===== src/rtl/pic_pkg.sv =====
package pic_pkg;
    typedef enum logic [2:0] {
        ST_UNINIT,
        ST_ICW2,
        ST_ICW3,
        ST_ICW4,
        ST_READY
    } init_st_t;

    localparam logic [2:0] OP_NS_EOI = 3'b001;
    localparam logic [2:0] OP_SP_EOI = 3'b011;
endpackage


===== src/rtl/pic_prio.sv =====
module pic_prio #(
    parameter int W  = 8,
    parameter int IW = $clog2(W)
) (
    input  logic [W-1:0]  req,
    output logic          found,
    output logic [IW-1:0] idx
);
    always_comb begin
        found = |req;
        idx   = '0;
        for (int i = W - 1; i >= 0; i--) begin
            if (req[i]) idx = IW'(i);
        end
    end
endmodule


===== src/rtl/pic_init_fsm.sv =====
module pic_init_fsm
    import pic_pkg::*;
(
    input  logic       clk,
    input  logic       rst_n,
    input  logic       icw1_wr,
    input  logic       data_wr,
    input  logic [1:0] mode_bits,
    output logic       ready,
    output logic       ld_base,
    output logic       ld_cas,
    output logic       ld_mode,
    output logic       single
);
    init_st_t state_q, state_n;
    logic     ic4_q, sngl_q;

    always_ff @(posedge clk or negedge rst_n) begin
        if (!rst_n) begin
            state_q <= ST_UNINIT;
            ic4_q   <= 1'b0;
            sngl_q  <= 1'b0;
        end else begin
            state_q <= state_n;
            if (icw1_wr) begin
                ic4_q  <= mode_bits[0];
                sngl_q <= mode_bits[1];
            end
        end
    end

    always_comb begin
        state_n = state_q;
        ld_base = 1'b0;
        ld_cas  = 1'b0;
        ld_mode = 1'b0;
        if (icw1_wr) begin
            state_n = ST_ICW2;
        end else begin
            unique case (state_q)
                ST_UNINIT: state_n = ST_UNINIT;
                ST_ICW2: if (data_wr) begin
                    ld_base = 1'b1;
                    if (!sngl_q)    state_n = ST_ICW3;
                    else if (ic4_q) state_n = ST_ICW4;
                    else            state_n = ST_READY;
                end
                ST_ICW3: if (data_wr) begin
                    ld_cas  = 1'b1;
                    state_n = ic4_q ? ST_ICW4 : ST_READY;
                end
                ST_ICW4: if (data_wr) begin
                    ld_mode = 1'b1;
                    state_n = ST_READY;
                end
                ST_READY: state_n = ST_READY;
                default:  state_n = ST_UNINIT;
            endcase
        end
    end

    assign ready  = (state_q == ST_READY);
    assign single = sngl_q;
endmodule


===== src/rtl/pic_top.sv =====
module pic_top
    import pic_pkg::*;
#(
    parameter int LINES = 8,
    parameter int DW    = 8
) (
    input  logic             clk,
    input  logic             rst_n,
    input  logic             wr_en,
    input  logic             addr,
    input  logic [DW-1:0]    wdata,
    output logic [DW-1:0]    rdata,
    input  logic [LINES-1:0] ir,
    input  logic             inta,
    output logic             int_o,
    output logic             vec_valid,
    output logic [DW-1:0]    vec,
    output logic             cas_hit
);
    localparam int LVL_W = $clog2(LINES);
    localparam int BASE_W = DW - LVL_W;

    logic [LINES-1:0]  irr_q, isr_q, imr_q, cas_map_q, ir_q, isr_n;
    logic [BASE_W-1:0] base_q;
    logic              aeoi_q, sel_isr_q;
    logic              ready, single, ld_base, ld_cas, ld_mode;
    logic              cmd_wr, data_wr, icw1_wr, ocw_wr, mask_wr;
    logic              cand_v, isr_v, grant, ack_take;
    logic [LVL_W-1:0]  cand_i, isr_i, ack_lvl;

    assign cmd_wr  = wr_en & ~addr;
    assign data_wr = wr_en & addr;
    assign icw1_wr = cmd_wr & wdata[4];
    assign ocw_wr  = cmd_wr & ~wdata[4] & ready;
    assign mask_wr = data_wr & ready;

    pic_init_fsm u_fsm (
        .clk       (clk),
        .rst_n     (rst_n),
        .icw1_wr   (icw1_wr),
        .data_wr   (data_wr),
        .mode_bits (wdata[1:0]),
        .ready     (ready),
        .ld_base   (ld_base),
        .ld_cas    (ld_cas),
        .ld_mode   (ld_mode),
        .single    (single)
    );

    pic_prio #(.W(LINES)) u_req_prio (
        .req   (irr_q & ~imr_q),
        .found (cand_v),
        .idx   (cand_i)
    );

    pic_prio #(.W(LINES)) u_isr_prio (
        .req   (isr_q),
        .found (isr_v),
        .idx   (isr_i)
    );

    assign grant     = ready & cand_v & (~isr_v | (cand_i < isr_i));
    assign int_o     = grant;
    assign vec_valid = inta & ready;
    assign ack_take  = vec_valid & grant;
    assign ack_lvl   = grant ? cand_i : LVL_W'(LINES - 1);
    assign vec       = vec_valid ? {base_q, ack_lvl} : '0;
    assign cas_hit   = ack_take & ~single & cas_map_q[cand_i];
    assign rdata     = addr ? DW'(imr_q) : DW'(sel_isr_q ? isr_q : irr_q);

    always_comb begin
        isr_n = isr_q;
        if (ack_take && !aeoi_q) isr_n[cand_i] = 1'b1;
        if (ocw_wr && !wdata[3]) begin
            if (wdata[7:5] == OP_NS_EOI && isr_v) isr_n[isr_i] = 1'b0;
            if (wdata[7:5] == OP_SP_EOI)          isr_n[wdata[LVL_W-1:0]] = 1'b0;
        end
    end

    always_ff @(posedge clk or negedge rst_n) begin
        if (!rst_n) begin
            ir_q      <= '0;
            irr_q     <= '0;
            isr_q     <= '0;
            imr_q     <= '1;
            cas_map_q <= '0;
            base_q    <= '0;
            aeoi_q    <= 1'b0;
            sel_isr_q <= 1'b0;
        end else begin
            ir_q <= ir;
            if (icw1_wr) begin
                irr_q     <= '0;
                isr_q     <= '0;
                imr_q     <= '0;
                aeoi_q    <= 1'b0;
                sel_isr_q <= 1'b0;
            end else begin
                irr_q <= (irr_q & ~(ack_take ? (LINES'(1) << cand_i) : '0))
                       | (ir & ~ir_q);
                isr_q <= isr_n;
                if (mask_wr) imr_q <= wdata[LINES-1:0];
                if (ld_base) base_q <= wdata[DW-1:LVL_W];
                if (ld_cas)  cas_map_q <= wdata[LINES-1:0];
                if (ld_mode) aeoi_q <= wdata[1];
                if (ocw_wr && wdata[3] && wdata[1]) sel_isr_q <= wdata[0];
            end
        end
    end
endmodule


===== config.mk =====
export PLATFORM = sky130hd
export DESIGN_NAME = pic_top
export DESIGN_NICKNAME = d
export VERILOG_FILES = /design/src/rtl/pic_pkg.sv /design/src/rtl/pic_prio.sv /design/src/rtl/pic_init_fsm.sv /design/src/rtl/pic_top.sv
export SDC_FILE = /design/constraint.sdc
export NUM_CORES = 1
export LEC_CHECK = 0
export ABC_AREA = 1
export BUFFER_PORTS_ARGS = -buffer_cell sky130_fd_sc_hd__buf_2
export CELL_PAD_IN_SITES_DETAIL_PLACEMENT = 0
export CELL_PAD_IN_SITES_GLOBAL_PLACEMENT = 1
export CORE_AREA = 4 4 127 68
export DETAILED_ROUTE_END_ITERATION = 10
export DIE_AREA = 0 0 131 72
export GPL_ROUTABILITY_DRIVEN = 0
export PLACE_DENSITY = 0.74
export SLEW_MARGIN = 5
export SYNTH_ARGS = -nofsm -noshare
export SYNTH_HDL_FRONTEND = slang
export SYNTH_SLANG_ARGS = --single-unit

===== constraint.sdc =====
create_clock -name clk -period 2.34 [get_ports clk]
set_input_delay 0.117 -clock clk [delete_from_list [all_inputs] [get_ports clk]]
set_output_delay 0.117 -clock clk [all_outputs]
set_load 0.03 [all_outputs]

==> metrics list <==
- The final number of max-transition violations is 0.
- The tree is rooted in a sky130_fd_sc_hd__clkbuf_16.
* Clock-pin transition on the worst setup and hold timing paths: 0.07 ns
- Clock tree synthesis found a total of 52 sinks.
- Summed over all cells, the static leakage comes to around 0.0020 uW.
* Critical path endpoint: vec[1]
- Total CTS buffers: 5
- In this run the critical register-to-register path is launched from imr_q[3].
* Die Height: 72 um
- For this run, the total global-route usage over all layers was measured as 0.217.
- Transition at the pin with the smallest max-transition slack: 0.638 ns
* Max-cap violations: 0
- Relative max-transition margin: 0.574
- The tightest hold path in the finished design has a slack of 0.143 ns.
- Cell area power density: between 1000 and 1500 mW/mm2
* CTS tree: done
* Part of the Yosys area used for sequential elements: 0.425
- Antenna Violating Nets Remaining: 0
* Launch point of the worst path: imr_q[3]
* Part of the power in combinational logic: 0.543
- Cell internal power was estimated by the tool at 2550 uW.
- Violated checks: negative setup slack
* Count of buffers from port buffering: 39
- Level count of the clock H-tree: 2
- The first global-routing pass estimated 15.6 mm of wire.
- Setup repair after global routing could not meet its margin everywhere.
- After detailed routing, the average wire length per cell comes to around 16 um.
- Summing every instance area after synthesis gives 0.00308 mm2.
- Reg power frac: 0.295
- The floorplan has 23 rows.
- VDD sags by at most 0.458 mV.
- Worst-case clock skew: around 0.0032 ns
* Register bit total from synthesis: 52
- For this configuration, the core starts out at a cell density of 0.401.
* Switching share of power: 0.455
* Die width: approximately 130 um
- Number of global-route vias before repair: just under 3,000
- Leading post-synthesis cells by cell area: sky130_fd_sc_hd__dfrtp_1 36%, sky130_fd_sc_hd__nand2_1 14%, sky130_fd_sc_hd__inv_1 8.9%
- Per-cell via count in the routed design: about 5.2
- Relative contribution of the clock network to total power: 0.161
- Min Tclk post-route: between 2 and 2.5 ns
- The run finished, with violations left.
- Number of diodes: 0
- Path type of the worst min-delay path: input port to flop
* Final hold viol count: 0
- Area growth syn-to-layout: 31.0%
- The most common cell in the synthesized netlist is sky130_fd_sc_hd__nand2_1.
- For this block, the via count after detailed routing is ~3,200.
* Final setup violation count: 4
* Share of flip-flops with an asynchronous set or reset after synthesis: 1.00
- STA puts the critical path data arrival time at around 2.3 ns.
* Total Power Consumption: 4690 uW
- Global route overflow: 0
* Nets: ~530
* Mapped Avg Cell Area: approximately 7.2 um2
- Total Routed Length: 9.94 mm
- Start-to-end type of the worst setup path: flop to output port
- The floorplan step defined a die boundary enclosing approximately 0.0094 mm2.
- Portion of synthesized cell area occupied by the leading cell type: 0.357
- Based on the critical path, the design can be clocked at up to between 400 and 500 MHz.
- Terminus of the critical flop-to-flop path: isr_q[1]
- Number of DRC violations after detailed-routing iteration 0: about 350
- Sort of element at the start of the critical path: flop
- Maximum number of pins on one net before global-route repair: 29
* R2R depth: 17
- Clock tree buffer depth: 2
- Post-route DRC violation count: 0
- The first detailed-routing pass ran for 6 iterations.
* Reg2Reg Setup Slack: 0 ns
* CP endpoint kind: output port
- During I/O placement, the number of pins put on the boundary was 40.
- For the worst-skew pair, the clock arrives at the later sink with an insertion delay of approximately 0.29 ns.
* Final HPWL DP: just over 7 mm
- The largest total area in the synthesized netlist belongs to sky130_fd_sc_hd__dfrtp_1.
- Syn_nets: ~450
- Final setup margin: -0.0621 ns
- The most used flip-flop cell after synthesis is sky130_fd_sc_hd__dfrtp_1.
- The number of antenna violations at the first check in global routing came to 0.
- Counting flops with a built-in enable in the synthesized netlist gives 0.
- The Yosys step of the flow raised 0 warnings.
- The total area inside the core boundary comes to 0.00768 mm2.
- In this run the power spent charging and discharging nets is 2130 uW.
* Number of instances in the synthesized netlist: ~430
* Fraction of final layout cells with drive strength greater than 1: 0.287
- In this run, distinct cell masters in the synthesized netlist total 29.
* Worst Path Max Fanout: 3
- In the finished design, the share of the clock period the worst path needs comes to 1.03.
- In the synthesized netlist, the cells that appear most often are 111 x sky130_fd_sc_hd__nand2_1, 73 x sky130_fd_sc_hd__inv_1, 44 x sky130_fd_sc_hd__dfrtp_1.
* Data required time at the worst endpoint: 2.22 ns
[what timing repair did]
action                                  CTS  global route
endpoints found under the hold margin    29             0
resized for setup                        37            17
endpoints found under the setup margin    5            12
cloned                                    0             0
hold buffers                              9             0
buffers inserted                         17            10
pin swaps                                14            10
[layer usage]
layer  part of all wire  vias to the layer above  GRT usage
li1                   -                     1548          -
met1               0.50                     1467      0.348
met2               0.40                      134      0.286
met3              0.097                        4     0.0676
met4             0.0042                        0     0.0342
met5                  0                        -          0
[worst min-delay path by stage]
stage | from | end | slack [ns] | cells past startpoint
after floorplan | rst_n | aeoi_q | -0.18 | 0
after global placement | rst_n | isr_q[3] | 0.18 | 1
after detailed placement | rst_n | isr_q[2] | 0.17 | 1
after CTS | wdata[3] | imr_q[3] | 0.14 | 3
after global routing | wdata[3] | imr_q[3] | 0.18 | 3
final | wdata[3] | imr_q[3] | 0.14 | 3
[cell usage in the layout (no fill, tap or decap), drive strengths merged]
cell and count:
a21oi 18, a22o 1, a31oi 1, buf 74
clkbuf 7, clkinv 1, clkinvlp 1, dfrtp 44
dfstp 8, dlygate4sd3 9, ha 2, inv 76
nand2 116, nand3 13, nand4 21, nor2 44
nor3 9, o211ai 9, o21ai 40, o22ai 11
o31ai 2, o32ai 2
[power groups by stage]
stage / logic (uW) / clock network, uW / registers [uW]
after floorplan: 1430 / 0 / 1330
final: 2550 / 757 / 1380
after global routing: 2810 / 801 / 1410
after detailed placement: 1950 / 0 / 1380
after global placement: 1950 / 0 / 1380
after CTS: 2230 / 773 / 1380
[state kept, by name, summed over array words and instances (netlist names)]
name / cells
cas_map_q: 8
imr_q: 8
ir_q: 8
irr_q: 8
isr_q: 8
base_q: 5
u_fsm.state_q: 3
aeoi_q: 1
sel_isr_q: 1
u_fsm.ic4_q: 1
u_fsm.single: 1
[per-stage QoR]
| step | setup slack [ns] | area [um2] | TNS (ns) | util | cells |
|---|---|---|---|---|---|
| after floorplan | -0.0311 | 3090 | -0.0311 | - | 428 |
| after detailed placement | 0.0480 | 3440 | 0 | 0.448 | 565 |
| after global routing | -0.195 | 4040 | -1.25 | 0.526 | 609 |
| after CTS | -0.122 | 3910 | -0.318 | 0.509 | 599 |
| final | -0.0621 | 4040 | -0.219 | 0.526 | 609 |
| after global placement | 0.0226 | 3440 | 0 | 0.448 | 565 |
[final cells by class]
type / count / area [um2]
fill: 767 / 3640
clock buffer: 7 / 143
inverter: 77 / 289
tap: 100 / 125
clock inverter: 1 / 7.51
multi-input combinational: 289 / 1570
timing repair buffer: 83 / 596
sequential: 52 / 1310
[worst max-delay path, stage by stage (launching register included)]
cell                      delay [ns]
sky130_fd_sc_hd__dfstp_2        0.52
sky130_fd_sc_hd__inv_2          0.05
sky130_fd_sc_hd__nand2_2        0.07
sky130_fd_sc_hd__nand2_2        0.07
sky130_fd_sc_hd__nor2_4         0.12
sky130_fd_sc_hd__inv_2          0.06
sky130_fd_sc_hd__nor2_4         0.12
sky130_fd_sc_hd__ha_4           0.23
sky130_fd_sc_hd__a21oi_4        0.14
sky130_fd_sc_hd__nand2_4        0.08
sky130_fd_sc_hd__a21oi_4        0.13
sky130_fd_sc_hd__inv_2          0.07
sky130_fd_sc_hd__o21ai_2        0.12
sky130_fd_sc_hd__inv_1          0.06
sky130_fd_sc_hd__buf_6          0.13
[kinds of logic after synthesis]
| family | count (synthesis) | synth area share |
|---|---|---|
| flip-flops | 52 | 0.425 |
| AO/OA/AOI/OAI | 84 | 0.166 |
| buffers and inverters | 87 | 0.107 |
| adder cells (fa/ha/maj) | 2 | 0.00811 |
| AND/OR/NAND/NOR | 203 | 0.294 |
Note: power is estimated with default switching activity, not from simulation.
